==> src/rtl/sigunit_fcs_pkg.sv <==
package sigunit_fcs_pkg;
  localparam int BYTE_W        = 8;
  localparam int CRC_W         = 32;
  localparam int FCS16_BYTES   = 2;
  localparam int FCS32_BYTES   = 4;
  localparam int FCS_MAX_BYTES = FCS32_BYTES;
  localparam int LEFT_W        = $clog2(FCS_MAX_BYTES);
  localparam int FILL_W        = $clog2(FCS_MAX_BYTES + 1);

  // Reflected (LSB-first) generator constants
  localparam logic [CRC_W-1:0] POLY16_REFL = 32'h0000_8408;
  localparam logic [CRC_W-1:0] POLY32_REFL = 32'hEDB8_8320;
  localparam logic [CRC_W-1:0] PRESET16    = 32'h0000_FFFF;
  localparam logic [CRC_W-1:0] PRESET32    = 32'hFFFF_FFFF;
  // Register contents after running over payload plus an intact check field
  localparam logic [CRC_W-1:0] RESIDUE16   = 32'h0000_F0B8;
  localparam logic [CRC_W-1:0] RESIDUE32   = 32'hDEBB_20E3;

  typedef enum logic {TX_PASS, TX_APPEND} tx_state_e;

  function automatic logic [CRC_W-1:0] fcs_preset(input logic narrow);
    return narrow ? PRESET16 : PRESET32;
  endfunction

  function automatic logic [CRC_W-1:0] fcs_residue(input logic narrow);
    return narrow ? RESIDUE16 : RESIDUE32;
  endfunction
endpackage

==> src/rtl/fcs_crc_byte.sv <==
module fcs_crc_byte
  import sigunit_fcs_pkg::*;
(
  input  logic [CRC_W-1:0]  crc_in,
  input  logic [BYTE_W-1:0] data,
  input  logic              narrow,
  output logic [CRC_W-1:0]  crc_out
);
  logic [CRC_W-1:0] poly;
  logic [BYTE_W:0][CRC_W-1:0] stage;

  assign poly     = narrow ? POLY16_REFL : POLY32_REFL;
  assign stage[0] = crc_in;

  // One shift stage per data bit, bit 0 first
  for (genvar i = 0; i < BYTE_W; i++) begin : g_bit
    logic fb;
    assign fb         = stage[i][0] ^ data[i];
    assign stage[i+1] = (stage[i] >> 1) ^ (fb ? poly : '0);
  end

  assign crc_out = stage[BYTE_W];
endmodule

==> src/rtl/fcs_tx_path.sv <==
module fcs_tx_path
  import sigunit_fcs_pkg::*;
(
  input  logic              clk,
  input  logic              rst_n,
  input  logic              cfg_narrow,
  input  logic              cfg_gen_off,
  input  logic              s_valid,
  output logic              s_ready,
  input  logic [BYTE_W-1:0] s_data,
  input  logic              s_first,
  input  logic              s_last,
  output logic              m_valid,
  input  logic              m_ready,
  output logic [BYTE_W-1:0] m_data,
  output logic              m_first,
  output logic              m_last
);
  tx_state_e         state_q;
  logic              narrow_q;
  logic [CRC_W-1:0]  crc_q;
  logic [CRC_W-1:0]  shreg_q;
  logic [LEFT_W-1:0] left_q;

  logic              narrow_eff;
  logic [CRC_W-1:0]  crc_base;
  logic [CRC_W-1:0]  crc_next;
  logic              take;

  assign narrow_eff = s_first ? cfg_narrow : narrow_q;
  assign crc_base   = s_first ? fcs_preset(cfg_narrow) : crc_q;

  fcs_crc_byte i_crc (
    .crc_in  (crc_base),
    .data    (s_data),
    .narrow  (narrow_eff),
    .crc_out (crc_next)
  );

  always_comb begin
    if (state_q == TX_APPEND) begin
      m_valid = 1'b1;
      m_data  = shreg_q[BYTE_W-1:0];
      m_first = 1'b0;
      m_last  = (left_q == '0);
      s_ready = 1'b0;
    end else begin
      m_valid = s_valid;
      m_data  = s_data;
      m_first = s_first;
      m_last  = s_last & cfg_gen_off;
      s_ready = m_ready;
    end
  end

  assign take = s_valid && s_ready;

  always_ff @(posedge clk or negedge rst_n) begin
    if (!rst_n) begin
      state_q  <= TX_PASS;
      narrow_q <= 1'b0;
      crc_q    <= '0;
      shreg_q  <= '0;
      left_q   <= '0;
    end else if (state_q == TX_PASS) begin
      if (take) begin
        crc_q <= crc_next;
        if (s_first) narrow_q <= cfg_narrow;
        if (s_last && !cfg_gen_off) begin
          state_q <= TX_APPEND;
          shreg_q <= ~crc_next;
          left_q  <= narrow_eff ? LEFT_W'(FCS16_BYTES - 1) : LEFT_W'(FCS32_BYTES - 1);
        end
      end
    end else if (m_ready) begin
      shreg_q <= shreg_q >> BYTE_W;
      if (left_q == '0) state_q <= TX_PASS;
      else              left_q  <= left_q - 1'b1;
    end
  end
endmodule

==> src/rtl/fcs_rx_path.sv <==
module fcs_rx_path
  import sigunit_fcs_pkg::*;
(
  input  logic              clk,
  input  logic              rst_n,
  input  logic              cfg_narrow,
  input  logic              cfg_chk_off,
  input  logic              s_valid,
  output logic              s_ready,
  input  logic [BYTE_W-1:0] s_data,
  input  logic              s_first,
  input  logic              s_last,
  output logic              m_valid,
  input  logic              m_ready,
  output logic [BYTE_W-1:0] m_data,
  output logic              m_first,
  output logic              m_last,
  output logic              err_pulse
);
  logic [FCS_MAX_BYTES-1:0][BYTE_W-1:0] hold_q;
  logic [FILL_W-1:0] fill_q;
  logic              narrow_q;
  logic              started_q;
  logic              err_q;
  logic [CRC_W-1:0]  crc_q;

  logic              narrow_eff;
  logic [FILL_W-1:0] need;
  logic              full;
  logic [CRC_W-1:0]  crc_base;
  logic [CRC_W-1:0]  crc_next;
  logic              mismatch;
  logic              take;

  assign narrow_eff = s_first ? cfg_narrow : narrow_q;
  assign need       = narrow_q ? FILL_W'(FCS16_BYTES) : FILL_W'(FCS32_BYTES);
  // Delay line holds exactly one check field: the oldest byte is proven payload
  assign full       = !s_first && (fill_q == need);
  assign crc_base   = s_first ? fcs_preset(cfg_narrow) : crc_q;

  fcs_crc_byte i_crc (
    .crc_in  (crc_base),
    .data    (s_data),
    .narrow  (narrow_eff),
    .crc_out (crc_next)
  );

  assign mismatch  = (crc_next != fcs_residue(narrow_eff));
  assign s_ready   = !full || m_ready;
  assign m_valid   = s_valid && full;
  assign m_data    = narrow_q ? hold_q[FCS16_BYTES-1] : hold_q[FCS32_BYTES-1];
  assign m_first   = !started_q;
  assign m_last    = s_last;
  assign take      = s_valid && s_ready;
  assign err_pulse = err_q;

  always_ff @(posedge clk or negedge rst_n) begin
    if (!rst_n) begin
      hold_q    <= '0;
      fill_q    <= '0;
      narrow_q  <= 1'b0;
      started_q <= 1'b0;
      crc_q     <= '0;
      err_q     <= 1'b0;
    end else begin
      err_q <= take && s_last && !cfg_chk_off && mismatch;
      if (take) begin
        hold_q <= {hold_q[FCS_MAX_BYTES-2:0], s_data};
        crc_q  <= crc_next;
        if (s_first) begin
          fill_q    <= FILL_W'(1);
          narrow_q  <= cfg_narrow;
          started_q <= 1'b0;
        end else begin
          if (!full) fill_q <= fill_q + 1'b1;
          if (m_valid) started_q <= 1'b1;
        end
      end
    end
  end
endmodule

==> src/rtl/sigunit_fcs.sv <==
module sigunit_fcs
  import sigunit_fcs_pkg::*;
(
  input  logic              clk,
  input  logic              rst_n,
  input  logic              cfg_fcs16,
  input  logic              cfg_tx_gen_off,
  input  logic              cfg_rx_chk_off,
  input  logic              s_tx_valid,
  output logic              s_tx_ready,
  input  logic [BYTE_W-1:0] s_tx_data,
  input  logic              s_tx_first,
  input  logic              s_tx_last,
  output logic              m_tx_valid,
  input  logic              m_tx_ready,
  output logic [BYTE_W-1:0] m_tx_data,
  output logic              m_tx_first,
  output logic              m_tx_last,
  input  logic              s_rx_valid,
  output logic              s_rx_ready,
  input  logic [BYTE_W-1:0] s_rx_data,
  input  logic              s_rx_first,
  input  logic              s_rx_last,
  output logic              m_rx_valid,
  input  logic              m_rx_ready,
  output logic [BYTE_W-1:0] m_rx_data,
  output logic              m_rx_first,
  output logic              m_rx_last,
  output logic              rx_fcs_err
);
  fcs_tx_path i_tx (
    .clk         (clk),
    .rst_n       (rst_n),
    .cfg_narrow  (cfg_fcs16),
    .cfg_gen_off (cfg_tx_gen_off),
    .s_valid     (s_tx_valid),
    .s_ready     (s_tx_ready),
    .s_data      (s_tx_data),
    .s_first     (s_tx_first),
    .s_last      (s_tx_last),
    .m_valid     (m_tx_valid),
    .m_ready     (m_tx_ready),
    .m_data      (m_tx_data),
    .m_first     (m_tx_first),
    .m_last      (m_tx_last)
  );

  fcs_rx_path i_rx (
    .clk         (clk),
    .rst_n       (rst_n),
    .cfg_narrow  (cfg_fcs16),
    .cfg_chk_off (cfg_rx_chk_off),
    .s_valid     (s_rx_valid),
    .s_ready     (s_rx_ready),
    .s_data      (s_rx_data),
    .s_first     (s_rx_first),
    .s_last      (s_rx_last),
    .m_valid     (m_rx_valid),
    .m_ready     (m_rx_ready),
    .m_data      (m_rx_data),
    .m_first     (m_rx_first),
    .m_last      (m_rx_last),
    .err_pulse   (rx_fcs_err)
  );
endmodule

==> config.mk <==
export PLATFORM = sky130hd
export DESIGN_NAME = sigunit_fcs
export DESIGN_NICKNAME = d
export VERILOG_FILES = /design/src/rtl/sigunit_fcs_pkg.sv /design/src/rtl/fcs_crc_byte.sv /design/src/rtl/fcs_tx_path.sv /design/src/rtl/fcs_rx_path.sv /design/src/rtl/sigunit_fcs.sv
export SDC_FILE = /design/constraint.sdc
export NUM_CORES = 1
export LEC_CHECK = 0
export ABC_AREA = 1
export ABC_CLOCK_PERIOD_IN_PS = 4400
export BUFFER_PORTS_ARGS = -buffer_cell sky130_fd_sc_hd__buf_2
export CORE_UTILIZATION = 35
export DETAILED_ROUTE_END_ITERATION = 10
export PLACE_DENSITY_LB_ADDON = 0.1
export SYNTH_ARGS = -nofsm -noshare
export SYNTH_HDL_FRONTEND = slang
export SYNTH_SLANG_ARGS = --single-unit
==> constraint.sdc <==
create_clock -name clk -period 4.4 [get_ports clk]
set_input_delay 0.44 -clock clk [delete_from_list [all_inputs] [get_ports clk]]
set_output_delay 0.44 -clock clk [all_outputs]
set_load 0.01 [all_outputs]
==> impl_metrics.env, run 1 <==
export IMPL_outcome="finished clean"
export IMPL_io_pins=54
export IMPL_cts_hold_buffers=0
export IMPL_drt_first_pass_iters=5
export IMPL_wl_per_cell_um=16.98
export IMPL_antenna_found_initial=0
export IMPL_grt_max_degree=97
export IMPL_synth_seq_cells=138
export IMPL_synth_nets=1283
export IMPL_drt_wl_total_mm=27.72
export IMPL_vdd_drop_max_v=0.0002457
export IMPL_clock_sinks=138
export IMPL_cts_made_buffers=17
export IMPL_drt_vias_per_instance=4.899
export IMPL_fin_skew_ns=0.009250
export IMPL_reg2regPathDepth=16
export IMPL_slew_headroom=0.3487
export IMPL_core_mm2=0.02504
export IMPL_fin_crit_sh=0.7116
export IMPL_area_growth_pct=13.25
export IMPL_cp_data_arrival_time_ns=3.45
export IMPL_die_w_um=161.5
export IMPL_start_util=0.3556
export IMPL_max_freq_ghz=0.3194
export IMPL_finalSetupTns_ns=0
export IMPL_netlist_instances=1252
export IMPL_yosysWarningCount=0
export IMPL_rsz0062_at_grt="no"
export IMPL_crit_path_end_kind="register"
export IMPL_grt_pass1_wl_mm=44.79
export IMPL_post_cts_buffers=0
export IMPL_drt_first_iter_violations=533
export IMPL_cts_resized=0
export IMPL_path_clk_slew_ns=0.07
export IMPL_rr_endpoint="i_rx.err_pulse$_DFF_PN0_"
export IMPL_grt_pass1_vias=8058
export IMPL_fin_ws_ns=1.269
export IMPL_worstSetupPathType="in2reg"
export IMPL_required_ns=4.72
export IMPL_die_area_mm2=0.02608
export IMPL_nets=1321
export IMPL_setup_violations=0
export IMPL_antenna_left=0
export IMPL_synth_top_area_share=0.3879
export IMPL_cp_max_fo=15
export IMPL_hold_viol=0
export IMPL_grt_usage=0.2239
export IMPL_synth_largest_area_cell="dfrtp_1"
export IMPL_cap_violations=0
export IMPL_vias=8000
export IMPL_startpoint_type="input port"
export IMPL_synth_cell_area_mm2=0.008902
export IMPL_ys_top_cells_by_area="dfrtp_1, nand2_1, o21ai_0"
export IMPL_hpwl_mm=19.82
export IMPL_clockBufferDepth=2
export IMPL_rows=58
export IMPL_ff2ff_setup_slack_ns=1.30
export IMPL_worst_slew_pin_slew_ns=0.9769
export IMPL_grt_overflow=0
export IMPL_syn_avg_cell_area_um2=7.110
export IMPL_cts_root_buffer="clkbuf_16"
export IMPL_slew_violations=0
export IMPL_htreeDepth=4
export IMPL_place_ws_ns=0.8564
export IMPL_layout_drive_gt1_share=0.1197
export IMPL_diodes=0
export IMPL_hold_path_class="in2async"
export IMPL_p_leak_nw=5.125
export IMPL_ys_types=43
export IMPL_cts_tree="built"
export IMPL_portBuffers=53
export IMPL_power_density_mw_per_mm2=683.6
export IMPL_die_y_um=161.5
export IMPL_clock_latency_ns=0.43
export IMPL_total_power_mw=6.892
export IMPL_ys_seq_area_frac=0.3879
export IMPL_fin_crit_ns=3.131
export IMPL_drc_errors=0
export IMPL_gp_congestion=0.9434
export IMPL_rr_startpoint="i_rx.narrow_q$_DFFE_PN0P_"
[report_power, final]
part           internal (mW)  switching (mW)
Clock                  0.866           0.646
Sequential              1.76           0.267
Combinational           1.14            2.22
[sequential cells by signal, indices dropped and copies added (netlist names)]
| signal | flops |
|---|---|
| i_rx.crc_q | 32 |
| i_rx.err_pulse | 1 |
| i_rx.fill_q | 3 |
| i_rx.hold_q | 32 |
| i_rx.narrow_q | 1 |
| i_rx.started_q | 1 |
| i_tx.crc_q | 32 |
| i_tx.left_q | 2 |
| i_tx.narrow_q | 1 |
| i_tx.shreg_q | 32 |
| i_tx.state_q | 1 |
[layout make-up]
| type | instances | area (um^2) |
|---|---|---|
| Timing Repair Buffer | 73 | 421.7 |
| Inverter | 111 | 420.4 |
| Sequential cell | 138 | 3455 |
| Tap cell | 330 | 412.9 |
| Clock inverter | 13 | 156.4 |
| Fill cell | 2645 | 14950 |
| Multi-Input combinational cell | 949 | 4773 |
| Clock buffer | 19 | 442.9 |
[kinds of logic after synthesis]
group                    after synthesis  synth area share
buffers and inverters                165           0.07618
AND/OR/NAND/NOR                      632            0.2947
flip-flops                           138            0.3879
XOR/XNOR                             100            0.1060
AO/OA/AOI/OAI                        215            0.1324
adder cells (fa/ha/maj)                2          0.002811
[per-layer routing]
| metal | routed length [um] | global-route usage | share of wire | vias to the layer above |
|---|---|---|---|---|
| met1 | 12240 | 0.2757 | 0.44 | 3762 |
| met3 | 841 | 0.03107 | 0.030 | 38 |
| li1 | - | - | - | 4049 |
| met5 | 0 | 0 | 0 | - |
| met4 | 672 | 0.07461 | 0.024 | 0 |
| met2 | 13960 | 0.3999 | 0.50 | 151 |
[worst max-delay path by stage]
stage | startpoint | endpoint | slack [ns]
after CTS | s_rx_first | i_rx.err_pulse$_DFF_PN0_ | 1.31
after global placement | s_rx_first | i_rx.err_pulse$_DFF_PN0_ | 0.90
after floorplan | s_tx_first | i_tx.shreg_q[18]$_DFFE_PN0P_ | 2.14
after detailed placement | s_rx_first | i_rx.err_pulse$_DFF_PN0_ | 0.86
final | s_rx_first | i_rx.err_pulse$_DFF_PN0_ | 1.27
after global routing | s_rx_first | i_rx.err_pulse$_DFF_PN0_ | 1.05
[synthesized netlist by cell type, drive strengths merged]
cell type and number:
o211ai 7, buf 21, a31oi 6, nand3b 4, clkinv 3, o21a 3, nand2 460, xnor2 37
nand4 13, or2 5, nor4 1, nor3 1, nand3 63, a21oi 35, o21ai 155, ha 2
a22o 1, inv 108, nor2 85, o22ai 5, o221ai 3, xor2 63, clkbuf 33, dfrtp 138
[cells in the final DEF (no fill, tap or decap), types with 6 or more instances in the layout]
cell type and instances:
a21oi_1 34, a31oi_1 6, buf_2 52, buf_4 20, clkbuf_16 17, dfrtp_1 137
inv_1 104, nand2_1 449, nand2_2 10, nand3_1 60, nand4_1 13, nor2_1 73
nor2_2 7, o211ai_1 7, o21ai_0 133, o21ai_1 14, o21ai_2 7, xnor2_1 36
xor2_1 58
[worst max-delay path, stage by stage]
cell	delay, ns
buf_2	0.19
inv_2	0.27
nand2_1	0.09
nand2_1	0.38
buf_4	0.28
nand3_1	0.14
nand2_1	0.09
nand2_1	0.08
nand2_1	0.14
inv_1	0.06
nor2_2	0.24
nand2_1	0.25
nand2_1	0.15
nand3_1	0.08
nor2_1	0.23
nand3_1	0.10
a21oi_1	0.15
a21oi_1	0.08
[stage by stage]
step                std cells    util  cell area [um^2]  hold WS (ns)
finish                   1633  0.4027             10080       0.05455
global placement         1601  0.3788              9483        0.4496
detailed placement       1601  0.3788              9483        0.4520
floorplan                1252       -              8902        0.1444
CTS                      1633  0.4027             10080        0.1520
global route             1633  0.4027             10080        0.1437
No activity file was read; power rests on OpenSTA's default activity.
==> run 2, diff against run 1 <==
Settings changed: ABC_CLOCK_PERIOD_IN_PS 4400 to 2600.
Clock period 4.4 ns to 2.6 ns, I/O delays scaled along.
==> run 2 against run 1 <==
Worst setup slack got worse by 1.1 ns. Final cell count increased by 7.2%. Core utilization increased by 4.3 points. Clock power increased by 79%. Via count increased by 3.5%. Non-clock buffer count increased by 119. Count of clock-buffer cells in the layout decreased by 1. Cell area increased by 11%. Critical path depth decreased by 3. Sequential share of layout area decreased by 3.3 points. Wire length increased by 0.51%. Critical path type is now reg2reg. Highest routed layer unchanged.
==> impl_metrics.env, run 2 (synthesis results as in run 1) <==
export IMPL_grt_overflow=0
export IMPL_drt_first_pass_iters=5
export IMPL_cp_data_arrival_time_ns=2.79
export IMPL_final_common_cell="nand2_1"
export IMPL_hold_viol=0
export IMPL_startpoint="i_rx.narrow_q$_DFFE_PN0P_"
export IMPL_cts_root_buffer="clkbuf_16"
export IMPL_crit_path_end_kind="register"
export IMPL_switchingPower_mw=5.445
export IMPL_rr_startpoint="i_rx.narrow_q$_DFFE_PN0P_"
export IMPL_reg2regPathDepth=15
export IMPL_fin_crit_ns=2.471
export IMPL_hold_path_class="in2reg"
export IMPL_fin_skew_ns=0.01527
export IMPL_outcome="finished clean"
export IMPL_htreeDepth=4
export IMPL_seq_area_mm2=0.003455
export IMPL_gp_congestion=0.9179
export IMPL_worst_slew_pin_slew_ns=0.6020
export IMPL_die_w_um=161.5
export IMPL_fill_cells=2621
export IMPL_slew_headroom=0.5987
export IMPL_path_common_cell="nand2_1"
export IMPL_grt_usage=0.2242
export IMPL_required_ns=2.92
export IMPL_sw_frac_of_total=0.4267
export IMPL_drc_errors=0
export IMPL_power_frac_seq=0.268
export IMPL_hold_depth=2
export IMPL_cts_made_buffers=17
export IMPL_core_mm2=0.02504
export IMPL_clockBufferDepth=2
export IMPL_nets=1440
export IMPL_antenna_found_initial=0
export IMPL_cp_slowest_cell="dfrtp_1"
export IMPL_die_y_um=161.5
export IMPL_slowest_delay_ns=0.43
export IMPL_dp_cells=1717
export IMPL_diodes=0
export IMPL_power_density_mw_per_mm2=1143
export IMPL_path_cells="nand2_1 -> nand2_2 -> buf_12 -> nand4_1 -> nand2_1 -> inv_1 -> nand2_1 -> nand3_2 -> inv_2 -> xor2_1 -> nand2_1 -> nor2_4 -> nand3_1 -> nor2_1 -> a21oi_1"
export IMPL_worstHoldEndpoint="i_rx.fill_q[0]$_DFFE_PN0P_"
export IMPL_grt_pass1_vias=8047
export IMPL_drt_vias_per_instance=4.729
export IMPL_vdd_drop_max_v=0.0004512
export IMPL_drt_wl_total_mm=27.86
export IMPL_grt_max_degree=69
export IMPL_drt_first_iter_violations=540
export IMPL_multiInputGateArea_mm2=0.004862
export IMPL_ff2ff_setup_slack_ns=0.13
export IMPL_finalSetupTns_ns=0
export IMPL_finalNonFillerCells=1751
export IMPL_path_clk_slew_ns=0.06
export IMPL_startpoint_type="register"
export IMPL_clock_power_share=0.211
export IMPL_cp_max_fo=14
export IMPL_p_int_mw=7.316
export IMPL_worstSetupPathType="reg2reg"
export IMPL_portBuffers=53
export IMPL_rr_endpoint="i_rx.err_pulse$_DFF_PN0_"
export IMPL_cts_tree="built"
export IMPL_rows=58
export IMPL_max_freq_ghz=0.4047
export IMPL_clock_sinks=138
export IMPL_p_leak_nw=5.748
export IMPL_clock_latency_ns=0.44
export IMPL_io_pins=54
export IMPL_die_area_mm2=0.02608
export IMPL_total_power_mw=12.76
export IMPL_timing_hold_ws_ns=0.06469
export IMPL_grt_pass1_wl_mm=44.68
export IMPL_wl_per_cell_um=15.91
export IMPL_combinationalPowerShare=0.521
export IMPL_min_from="s_rx_valid"
export IMPL_layout_drive_gt1_share=0.2062
export IMPL_start_util=0.3556
export IMPL_cap_violations=0
export IMPL_area_growth_pct=25.41
export IMPL_slew_violations=0
export IMPL_layout_common_cells="nand2_1, dfrtp_1, o21ai_0, buf_4, inv_1"
export IMPL_vias=8280
export IMPL_setup_violations=0
export IMPL_fin_crit_sh=0.9504
export IMPL_antenna_left=0
export IMPL_hpwl_mm=20.80
## run 2: changes by cell type in the layout (fill, tap and decap cells not counted), sizes merged
| cell | before | now |
|---|---|---|
| buf | 73 | 191 |
| dlygate4sd3 | 0 | 1 |
| clkbuf | 19 | 18 |
| clkinvlp | 2 | 1 |
| bufinv | 2 | 4 |
| clkinv | 6 | 7 |
| inv | 114 | 112 |
## run 2: final cells by class
cell class	instances	area share
Multi-Input combinational cell	949	0.4355
Sequential cell	138	0.3094
Timing Repair Buffer	192	0.1247
Clock buffer	18	0.03844
Inverter	111	0.03766
Tap cell	330	0.03698
Clock inverter	13	0.01726
## run 2: layer usage
metal	up-vias	wire length, um	global-route usage
li1	4291	-	-
met1	3845	12720	0.2826
met2	116	13950	0.3969
met3	28	645	0.03210
met4	0	546	0.06346
met5	-	0	0
## run 2: worst max-delay path by stage
stage / to / slack, ns / depth (start not counted)
after floorplan: i_tx.shreg_q[17]$_DFFE_PN0P_ / 0.37 / 11
after global placement: i_rx.err_pulse$_DFF_PN0_ / -0.18 / 17
after detailed placement: i_rx.err_pulse$_DFF_PN0_ / -0.18 / 18
after CTS: i_rx.err_pulse$_DFF_PN0_ / 0.0008 / 16
after global routing: i_rx.err_pulse$_DFF_PN0_ / -0.03 / 21
final: i_rx.err_pulse$_DFF_PN0_ / 0.13 / 15
## run 2: worst max-delay path: cells and delay by family (launching register included)
kind / cells / cell delay, ns
AOI/OAI and AO/OA: 1 / 0.07
xor gates and xnor gates: 1 / 0.28
buffers and inverters: 3 / 0.39
DFF: 1 / 0.43
and+or+nand+nor: 10 / 1.18
## run 2: through the flow
step           area (um^2)  setup slack, ns    util
2_1_floorplan         8902           0.3691       -
3_3_place_gp         10430          -0.1817  0.4165
3_5_place_dp         10430          -0.1773  0.4165
4_1_cts              11070        0.0007514  0.4420
5_1_grt              11160         -0.02643  0.4459
6_report             11160           0.1290  0.4459
## run 2: power groups by stage
| stage | clock network (mW) | logic (mW) | registers (mW) |
|---|---|---|---|
| 2_1_floorplan | 0 | 4.21 | 3.31 |
| 3_3_place_gp | 0 | 6.60 | 3.44 |
| 3_5_place_dp | 0 | 6.60 | 3.43 |
| 4_1_cts | 2.75 | 6.63 | 3.41 |
| 5_1_grt | 2.83 | 7.46 | 3.51 |
| 6_report | 2.70 | 6.65 | 3.41 |
## run 2: what timing repair did
| action | CTS | global route |
|---|---|---|
| pin swaps | 0 | 7 |
| cloned | 0 | 0 |
| endpoints found under the setup margin | 1 | 3 |
| resized for setup | 2 | 25 |
| hold endpoints to repair | 60 | 0 |
| buffers inserted | 0 | 2 |
| hold buffers | 1 | 0 |
